`config.mk`:
```
export PLATFORM = sky130hd
export DESIGN_NAME = epfifo_port
export DESIGN_NICKNAME = d
export VERILOG_FILES = /design/src/rtl/epp_pkg.sv /design/src/rtl/epp_gap.sv /design/src/rtl/epp_lat.sv /design/src/rtl/epp_pref.sv /design/src/rtl/epfifo_port.sv
export SDC_FILE = /design/constraint.sdc
export NUM_CORES = 1
export LEC_CHECK = 0
export CAP_MARGIN = 10
export CORE_MARGIN = 2
export CORE_UTILIZATION = 45
export CTS_CLUSTER_SIZE = 16
export DETAILED_ROUTE_END_ITERATION = 10
export PLACE_DENSITY = 0.93
export SKIP_LAST_GASP = 1
export SYNTH_ARGS = -nofsm -noshare
export SYNTH_HDL_FRONTEND = slang
export SYNTH_SLANG_ARGS = --single-unit
```
`constraint.sdc`:
```
create_clock -name clk -period 4.9 [get_ports clk]
set_input_delay 1.47 -clock clk [delete_from_list [all_inputs] [get_ports clk]]
set_output_delay 1.47 -clock clk [all_outputs]
set_load 0.05 [all_outputs]
```
`src/rtl/epp_pkg.sv`:
```
package epp_pkg;

    typedef enum logic [1:0] {
        ST_IDLE = 2'd0,
        ST_WAIT = 2'd1,
        ST_DONE = 2'd2
    } fsm_e;

    localparam logic [1:0] SZ_BYTE = 2'd0;
    localparam logic [1:0] SZ_WORD = 2'd1;

    localparam int LAT_W = 4;
    localparam int GAP_W = 2;

    function automatic logic size_is_long(input logic [1:0] sz);
        return sz[1];
    endfunction

endpackage

```
`src/rtl/epp_gap.sv`:
```
module epp_gap #(
    parameter int GAP_W = 2
) (
    input  logic             clk,
    input  logic             rst_n,
    input  logic             clr,
    input  logic             inc,
    output logic [GAP_W-1:0] gap
);
    localparam logic [GAP_W-1:0] GMAX = {GAP_W{1'b1}};

    always_ff @(posedge clk) begin
        if (!rst_n) begin
            gap <= GMAX;
        end else if (clr) begin
            gap <= '0;
        end else if (inc && gap != GMAX) begin
            gap <= gap + 1'b1;
        end
    end
endmodule

```
`src/rtl/epp_lat.sv`:
```
module epp_lat #(
    parameter int LAT_W         = 4,
    parameter int GAP_W         = 2,
    parameter int RD_BYTE       = 5,
    parameter int RD_WORD       = 6,
    parameter int RD_MISS       = 8,
    parameter int RD_FOLLOW_B2B = 4,
    parameter int RD_STREAM_MAX = 6,
    parameter int RD_HIT_MIN    = 3,
    parameter int WR_SHORT      = 4,
    parameter int WR_CHAIN_MAX  = 6,
    parameter int WR_FLOOR      = 4
) (
    input  logic             we,
    input  logic [1:0]       size,
    input  logic [GAP_W-1:0] gap,
    input  logic             hit,
    input  logic             after_miss,
    input  logic             wr_chain,
    output logic [LAT_W-1:0] lat
);
    int stream_t;
    int chain_t;

    always_comb begin
        stream_t = RD_STREAM_MAX - int'(gap);
        chain_t  = WR_CHAIN_MAX - int'(gap);
        if (stream_t < RD_HIT_MIN) stream_t = RD_HIT_MIN;
        if (chain_t < WR_FLOOR)    chain_t  = WR_FLOOR;

        if (we) begin
            if (size[1] && wr_chain) lat = LAT_W'(chain_t);
            else                     lat = LAT_W'(WR_SHORT);
        end else if (!size[1]) begin
            lat = size[0] ? LAT_W'(RD_WORD) : LAT_W'(RD_BYTE);
        end else if (!hit) begin
            lat = LAT_W'(RD_MISS);
        end else if (after_miss) begin
            lat = (gap == '0) ? LAT_W'(RD_FOLLOW_B2B) : LAT_W'(RD_HIT_MIN);
        end else begin
            lat = LAT_W'(stream_t);
        end
    end
endmodule

```
`src/rtl/epp_pref.sv`:
```
module epp_pref #(
    parameter int N_EP = 4,
    parameter int DW   = 32,
    parameter int EPW  = 2
) (
    input  logic             clk,
    input  logic             rst_n,
    input  logic             arm,
    input  logic [EPW-1:0]   arm_ep,
    input  logic             cancel,
    input  logic             consume,
    input  logic [N_EP-1:0]  fifo_empty,
    input  logic [N_EP*DW-1:0] fifo_head,
    output logic             avail,
    output logic [EPW-1:0]   pf_ep,
    output logic [DW-1:0]    pf_data
);
    logic pending;
    logic valid;
    logic load;

    // A load happens one cycle after the arming read, only on a non-empty FIFO.
    assign load  = pending && !fifo_empty[pf_ep];
    assign avail = valid || load;

    always_ff @(posedge clk) begin
        if (!rst_n) begin
            pending <= 1'b0;
            valid   <= 1'b0;
            pf_ep   <= '0;
            pf_data <= '0;
        end else begin
            pending <= arm;
            if (arm)  pf_ep   <= arm_ep;
            if (load) pf_data <= fifo_head[pf_ep*DW +: DW];
            if (cancel)       valid <= 1'b0;
            else if (load)    valid <= 1'b1;
            else if (consume) valid <= 1'b0;
        end
    end
endmodule

```
`src/rtl/epfifo_port.sv`:
```
module epfifo_port
    import epp_pkg::*;
#(
    parameter int N_EP = 4,
    parameter int DW   = 32,
    parameter int EPW  = (N_EP > 1) ? $clog2(N_EP) : 1
) (
    input  logic               clk,
    input  logic               rst_n,
    input  logic               bus_req,
    input  logic               bus_we,
    input  logic [1:0]         bus_size,
    input  logic [EPW-1:0]     bus_ep,
    input  logic [DW-1:0]      bus_wdata,
    output logic [DW-1:0]      bus_rdata,
    output logic               bus_ack,
    output logic [N_EP-1:0]    fifo_push,
    output logic [DW-1:0]      fifo_push_data,
    output logic [1:0]         fifo_push_size,
    output logic [N_EP-1:0]    fifo_pop,
    output logic [1:0]         fifo_pop_size,
    input  logic [N_EP*DW-1:0] fifo_head,
    input  logic [N_EP-1:0]    fifo_empty
);
    localparam logic [LAT_W-1:0] LAT_BIAS = LAT_W'(3);

    fsm_e state, state_n;

    logic [LAT_W-1:0] cnt;
    logic [LAT_W-1:0] lat;
    logic [GAP_W-1:0] gap;
    logic [EPW-1:0]   ep_q, last_ep;
    logic             we_q, hit_q;
    logic [1:0]       size_q;
    logic [DW-1:0]    wdata_q;
    logic             after_miss, wr_chain;

    logic             accept, done;
    logic             avail, hit_req, cancel;
    logic [EPW-1:0]   pf_ep;
    logic [DW-1:0]    pf_data;
    logic [DW-1:0]    head_sel;

    assign accept   = (state == ST_IDLE) && bus_req;
    assign done     = (state == ST_DONE);
    assign hit_req  = !bus_we && size_is_long(bus_size) && avail && (pf_ep == bus_ep);
    assign cancel   = accept && !(size_is_long(bus_size) && (bus_ep == pf_ep));
    assign head_sel = fifo_head[ep_q*DW +: DW];

    epp_gap #(.GAP_W(GAP_W)) u_gap (
        .clk   (clk),
        .rst_n (rst_n),
        .clr   (done),
        .inc   ((state == ST_IDLE) && !bus_req),
        .gap   (gap)
    );

    epp_lat #(.LAT_W(LAT_W), .GAP_W(GAP_W)) u_lat (
        .we         (bus_we),
        .size       (bus_size),
        .gap        (gap),
        .hit        (hit_req),
        .after_miss (after_miss),
        .wr_chain   (wr_chain && (bus_ep == last_ep)),
        .lat        (lat)
    );

    epp_pref #(.N_EP(N_EP), .DW(DW), .EPW(EPW)) u_pref (
        .clk        (clk),
        .rst_n      (rst_n),
        .arm        (done && !we_q && size_is_long(size_q)),
        .arm_ep     (ep_q),
        .cancel     (cancel),
        .consume    (done && hit_q),
        .fifo_empty (fifo_empty),
        .fifo_head  (fifo_head),
        .avail      (avail),
        .pf_ep      (pf_ep),
        .pf_data    (pf_data)
    );

    // Next state: accept, expire, release.
    always_comb begin
        state_n = state;
        unique case (state)
            ST_IDLE: if (bus_req)    state_n = ST_WAIT;
            ST_WAIT: if (cnt == '0)  state_n = ST_DONE;
            ST_DONE:                 state_n = ST_IDLE;
            default:                 state_n = ST_IDLE;
        endcase
    end

    // State register.
    always_ff @(posedge clk) begin
        if (!rst_n) state <= ST_IDLE;
        else        state <= state_n;
    end

    // Request latch, wait counter and streak history.
    always_ff @(posedge clk) begin
        if (!rst_n) begin
            cnt        <= '0;
            ep_q       <= '0;
            we_q       <= 1'b0;
            size_q     <= SZ_BYTE;
            wdata_q    <= '0;
            hit_q      <= 1'b0;
            last_ep    <= '0;
            after_miss <= 1'b0;
            wr_chain   <= 1'b0;
        end else begin
            if (accept) begin
                cnt     <= lat - LAT_BIAS;
                ep_q    <= bus_ep;
                we_q    <= bus_we;
                size_q  <= bus_size;
                wdata_q <= bus_wdata;
                hit_q   <= hit_req;
            end else if (state == ST_WAIT && cnt != '0) begin
                cnt <= cnt - 1'b1;
            end
            if (done) begin
                last_ep    <= ep_q;
                after_miss <= !we_q && size_is_long(size_q) && !hit_q;
                wr_chain   <= we_q && size_is_long(size_q);
            end
        end
    end

    // Outputs.
    always_comb begin
        bus_ack        = done;
        fifo_push      = '0;
        fifo_pop       = '0;
        fifo_push_data = wdata_q;
        fifo_push_size = size_q;
        fifo_pop_size  = size_q;
        bus_rdata      = '0;
        if (done) begin
            if (we_q) begin
                fifo_push[ep_q] = 1'b1;
            end else begin
                fifo_pop[ep_q] = !fifo_empty[ep_q];
                bus_rdata      = hit_q ? pf_data : head_sel;
            end
        end
    end
endmodule

```
==> metrics.md <==
| Metric | Value |
|---|---|
| Cts bufs inserted | `9` |
| Max Freq | `225 MHz` |
| Pre-CTS setup slack | `0.430 ns` |
| Gr usage total | `0.271` |
| Area Growth Syn to Fin | `51.0%` |
| Clock network fraction of total power | `0.343` |
| Rel. slew slack | `0.218` |
| Synth top area cells | `dfxtp_1 31%, mux4_2 26%, mux2i_1 12%` |
| Total power | `2.07 mW` |
| Post-cts resize count | `0` |
| Design area | `8270 µm²` |
| CTS Root Buffer Type | `clkbuf_16` |
| Yosys warns | `0` |
| Vias post-DR | `5362` |
| Largest net degree at the start of global routing | `43` |
| Num Clock Sinks | `86` |
| CTS tree | `built` |
| Clk pin slew, worst setup/hold paths | `0.07 ns` |
| Largest area contributor in the netlist | `dfxtp_1` |
| Remaining Overflow, GRT | `0` |
| I/O pin count | `249` |
| Status | `complete, no violations` |
| Fin Setup TNS | `0 ns` |
| Critical Path AT | `2.98 ns` |
| WS Path Type | `input port to output pin` |
| Int Pwr | `1.43 mW` |
| FP Rows | `40` |
| CP Cell Sequence | `clkdlybuf4s50_1 > nor4_1 > clkdlybuf4s50_1` |
| Critical Path Max Stage Delay | `0.85 ns` |
| Post-route setup slack | `0.448 ns` |
| # nets final | `965` |
| Layout cell share with drive strength beyond 1 | `0.173` |
| Vias/cell | `5.72` |
| Syn avg cell area | `9.74 µm²` |
| WHS Path Cells | `2` |
| Sw Pwr | `0.636 mW` |
| Seq pwr share | `0.373` |
| Routed len/inst | `19.0 µm` |
| Worst hold start | `fifo_push_data[6]$_SDFFE_PN0P_` |
| IO buf count | `248` |
| Detail Route Antenna Nets | `0` |
| Syn Std Cell Area | `5480 µm²` |
| R2r endpoint | `cnt[2]$_SDFFE_PN0P_` |
| Ant diodes | `0` |
| Routed Wire Length | `17800 µm` |
| Period minus WS final | `4.45 ns` |
| Hold endpoint | `fifo_push_data[6]$_SDFFE_PN0P_` |
| Placed cell area | `7960 µm²` |
| Netlist cell types | `41` |
| Synthesized Nets | `741` |
| Most frequent cells in the layout | `216 x clkdlybuf4s50_1, 95 x nand2_1, 81 x dfxtp_1` |
| Post-synth ARST share | `0` |
| Flip-flop and latch count after synthesis | `86` |
| Vias in the first global route | `5661` |
| Share of the synthesized area in the top cell type | `0.314` |
| RSZ-0062 raised after global routing | `false` |
| Reg2reg path depth | `9` |
| Final Wtd Congestion | `0.827` |
| # Max-Cap Violations | `0` |
| Pwr dens | `250 nW/µm²` |
| Starting Density | `0.458` |
| Gate power share | `0.285` |
| Core area | `12000 µm²` |
| Fin cells | `938` |
| Register Area | `1730 µm²` |
| DRT Pass-1 Iters | `4` |
| Syn Inst Count | `562` |
| Delay-heaviest family, CP | `buffers and inverters` |
| CTS max path bufs | `2` |
| Clock Skew | `0.00518 ns` |
| Multi-input gate area | `3520 µm²` |
| Worst Path Max Fanout | `2` |
| Post-synth EDFFs | `0` |
| Required time of the critical path | `3.43 ns` |
| Die height | `114 µm` |
| Dpl cells | `922` |
| Buffers and inverters on the worst path | `2` |
| Post-route DRC | `0` |
| Worst skew pair latency | `0.34 ns` |
| Sw Share | `0.308` |
| Antenna violations before repair | `0` |
| Critical-path top delay cell | `clkdlybuf4s50_1` |
| Leak | `2.85 nW` |
| Maximum vdd drop | `0.350 mV` |
| Seq/Total Area, Yosys | `0.314` |
| Setup Fix Bufs, Post-CTS | `0` |
| CTS H-tree depth | `3` |
| Commonest non-fill, non-tap cell in the layout | `clkdlybuf4s50_1` |
| Layout fillers | `881` |
| Hold Buf Count CTS | `0` |
| Reg-to-reg slack, setup | `2.47 ns` |
| Die width | `114 µm` |
| Critical Path End Type | `output pin` |
| Tightest Pin Transition | `1.17 ns` |
| CP startpoint kind | `input port` |
| Final number of setup-violating endpoints | `0` |
| Fin. Hold Viols | `0` |
| Crit path top cell by count | `clkdlybuf4s50_1` |
| Reg2reg start | `u_pref.pf_ep[0]$_SDFFE_PN0P_` |
| Hold Crit Class | `flip-flop to flip-flop` |
| First-pass GRT wire length | `27700 µm` |
| Initial DRC Count | `353` |
| Main synth FF type | `dfxtp_1` |
| Post-DP HPWL | `13100 µm` |
| Die area | `13100 µm²` |
| Final Slew Violations | `0` |
| Final period util | `0.909` |
-- worst max-delay path by stage --
stage	start	endpoint	depth (start not counted)
6_report	fifo_empty[0]	fifo_pop[0]	3
3_3_place_gp	fifo_empty[0]	fifo_pop[0]	3
3_5_place_dp	fifo_empty[0]	fifo_pop[0]	3
4_1_cts	fifo_empty[0]	fifo_pop[0]	3
5_1_grt	fifo_empty[0]	fifo_pop[0]	3
2_1_floorplan	fifo_empty[0]	fifo_pop[0]	1
-- per-layer routing --
| layer | up-vias | GRT usage | part of all wire |
|---|---|---|---|
| met5 | - | 0 | 0 |
| met4 | 0 | 0.113 | 0.032 |
| met3 | 44 | 0.0895 | 0.10 |
| met2 | 270 | 0.493 | 0.50 |
| met1 | 2566 | 0.287 | 0.37 |
| li1 | 2482 | - | - |
-- cell type report --
class | count | share of cell area
multi-input combinational | 419 | 0.426
timing repair buffer | 260 | 0.301
sequential | 86 | 0.209
inverter | 10 | 0.00454
clock buffer | 9 | 0.0272
clock inverter | 7 | 0.00953
tap | 147 | 0.0222
-- flip-flops by register name, indices dropped and copies added, names as in the netlist --
signal and cells:
we_q 1, u_pref.pf_data 32, wr_chain 1, u_pref.valid 1, ep_q 2, u_pref.pf_ep 2, last_ep 2, after_miss 1
u_pref.pending 1, fifo_push_data 32, fifo_pop_size 2, u_gap.gap 2, state 2, hit_q 1, cnt 4
-- synth_stat cells (2+ instances only) --
master / n
a21oi_1: 50
buf_1: 6
buf_2: 10
buf_4: 3
clkbuf_1: 27
dfxtp_1: 86
ha_1: 7
inv_1: 9
mux2i_1: 67
mux4_2: 64
nand2_1: 95
nand2b_1: 6
nand3_1: 6
nand3b_1: 2
nor2_1: 75
nor2b_1: 2
nor3_1: 10
nor3b_1: 2
nor4_1: 2
o211ai_1: 3
o21ai_0: 4
o311ai_0: 2
o31a_1: 2
or2_2: 2
xnor2_1: 3
xor2_1: 2
-- through the flow --
stage	hold WS, ns	util
after global placement	0.441	0.666
after global routing	0.472	0.691
after floorplan	0.432	-
after detailed placement	0.449	0.666
final	0.454	0.691
after CTS	0.456	0.691
-- worst reg2reg max path: stages (launching register included) --
cell,delay [ns]
dfxtp_2,0.57
buf_4,0.49
xnor2_1,0.18
and3_1,0.25
o21ai_2,0.10
a21oi_1,0.21
ha_1,0.22
nand3_1,0.08
mux2i_1,0.15
nor2_1,0.06
-- cells by family (layout without fill, tap and decap cells) --
group / Yosys count / count (layout) / synth area share
buffers and inverters: 57 / 286 / 0.0448
adders and majority gates: 7 / 7 / 0.0160
xor gates and xnor gates: 5 / 5 / 0.00800
and+or+nand+nor: 205 / 205 / 0.154
AOI/OAI and AO/OA: 69 / 69 / 0.0724
muxes: 133 / 133 / 0.390
DFF: 86 / 86 / 0.314
-- power by group through the flow --
stage / combinational (mW) / clock [mW] / sequential, mW
after floorplan: 0.267 / 0 / 0.839
after global placement: 0.572 / 0 / 0.784
after detailed placement: 0.583 / 0 / 0.786
after CTS: 0.589 / 0.722 / 0.770
after global routing: 0.628 / 0.745 / 0.775
final: 0.588 / 0.709 / 0.770
Note: power is estimated with default switching activity, not from simulation.
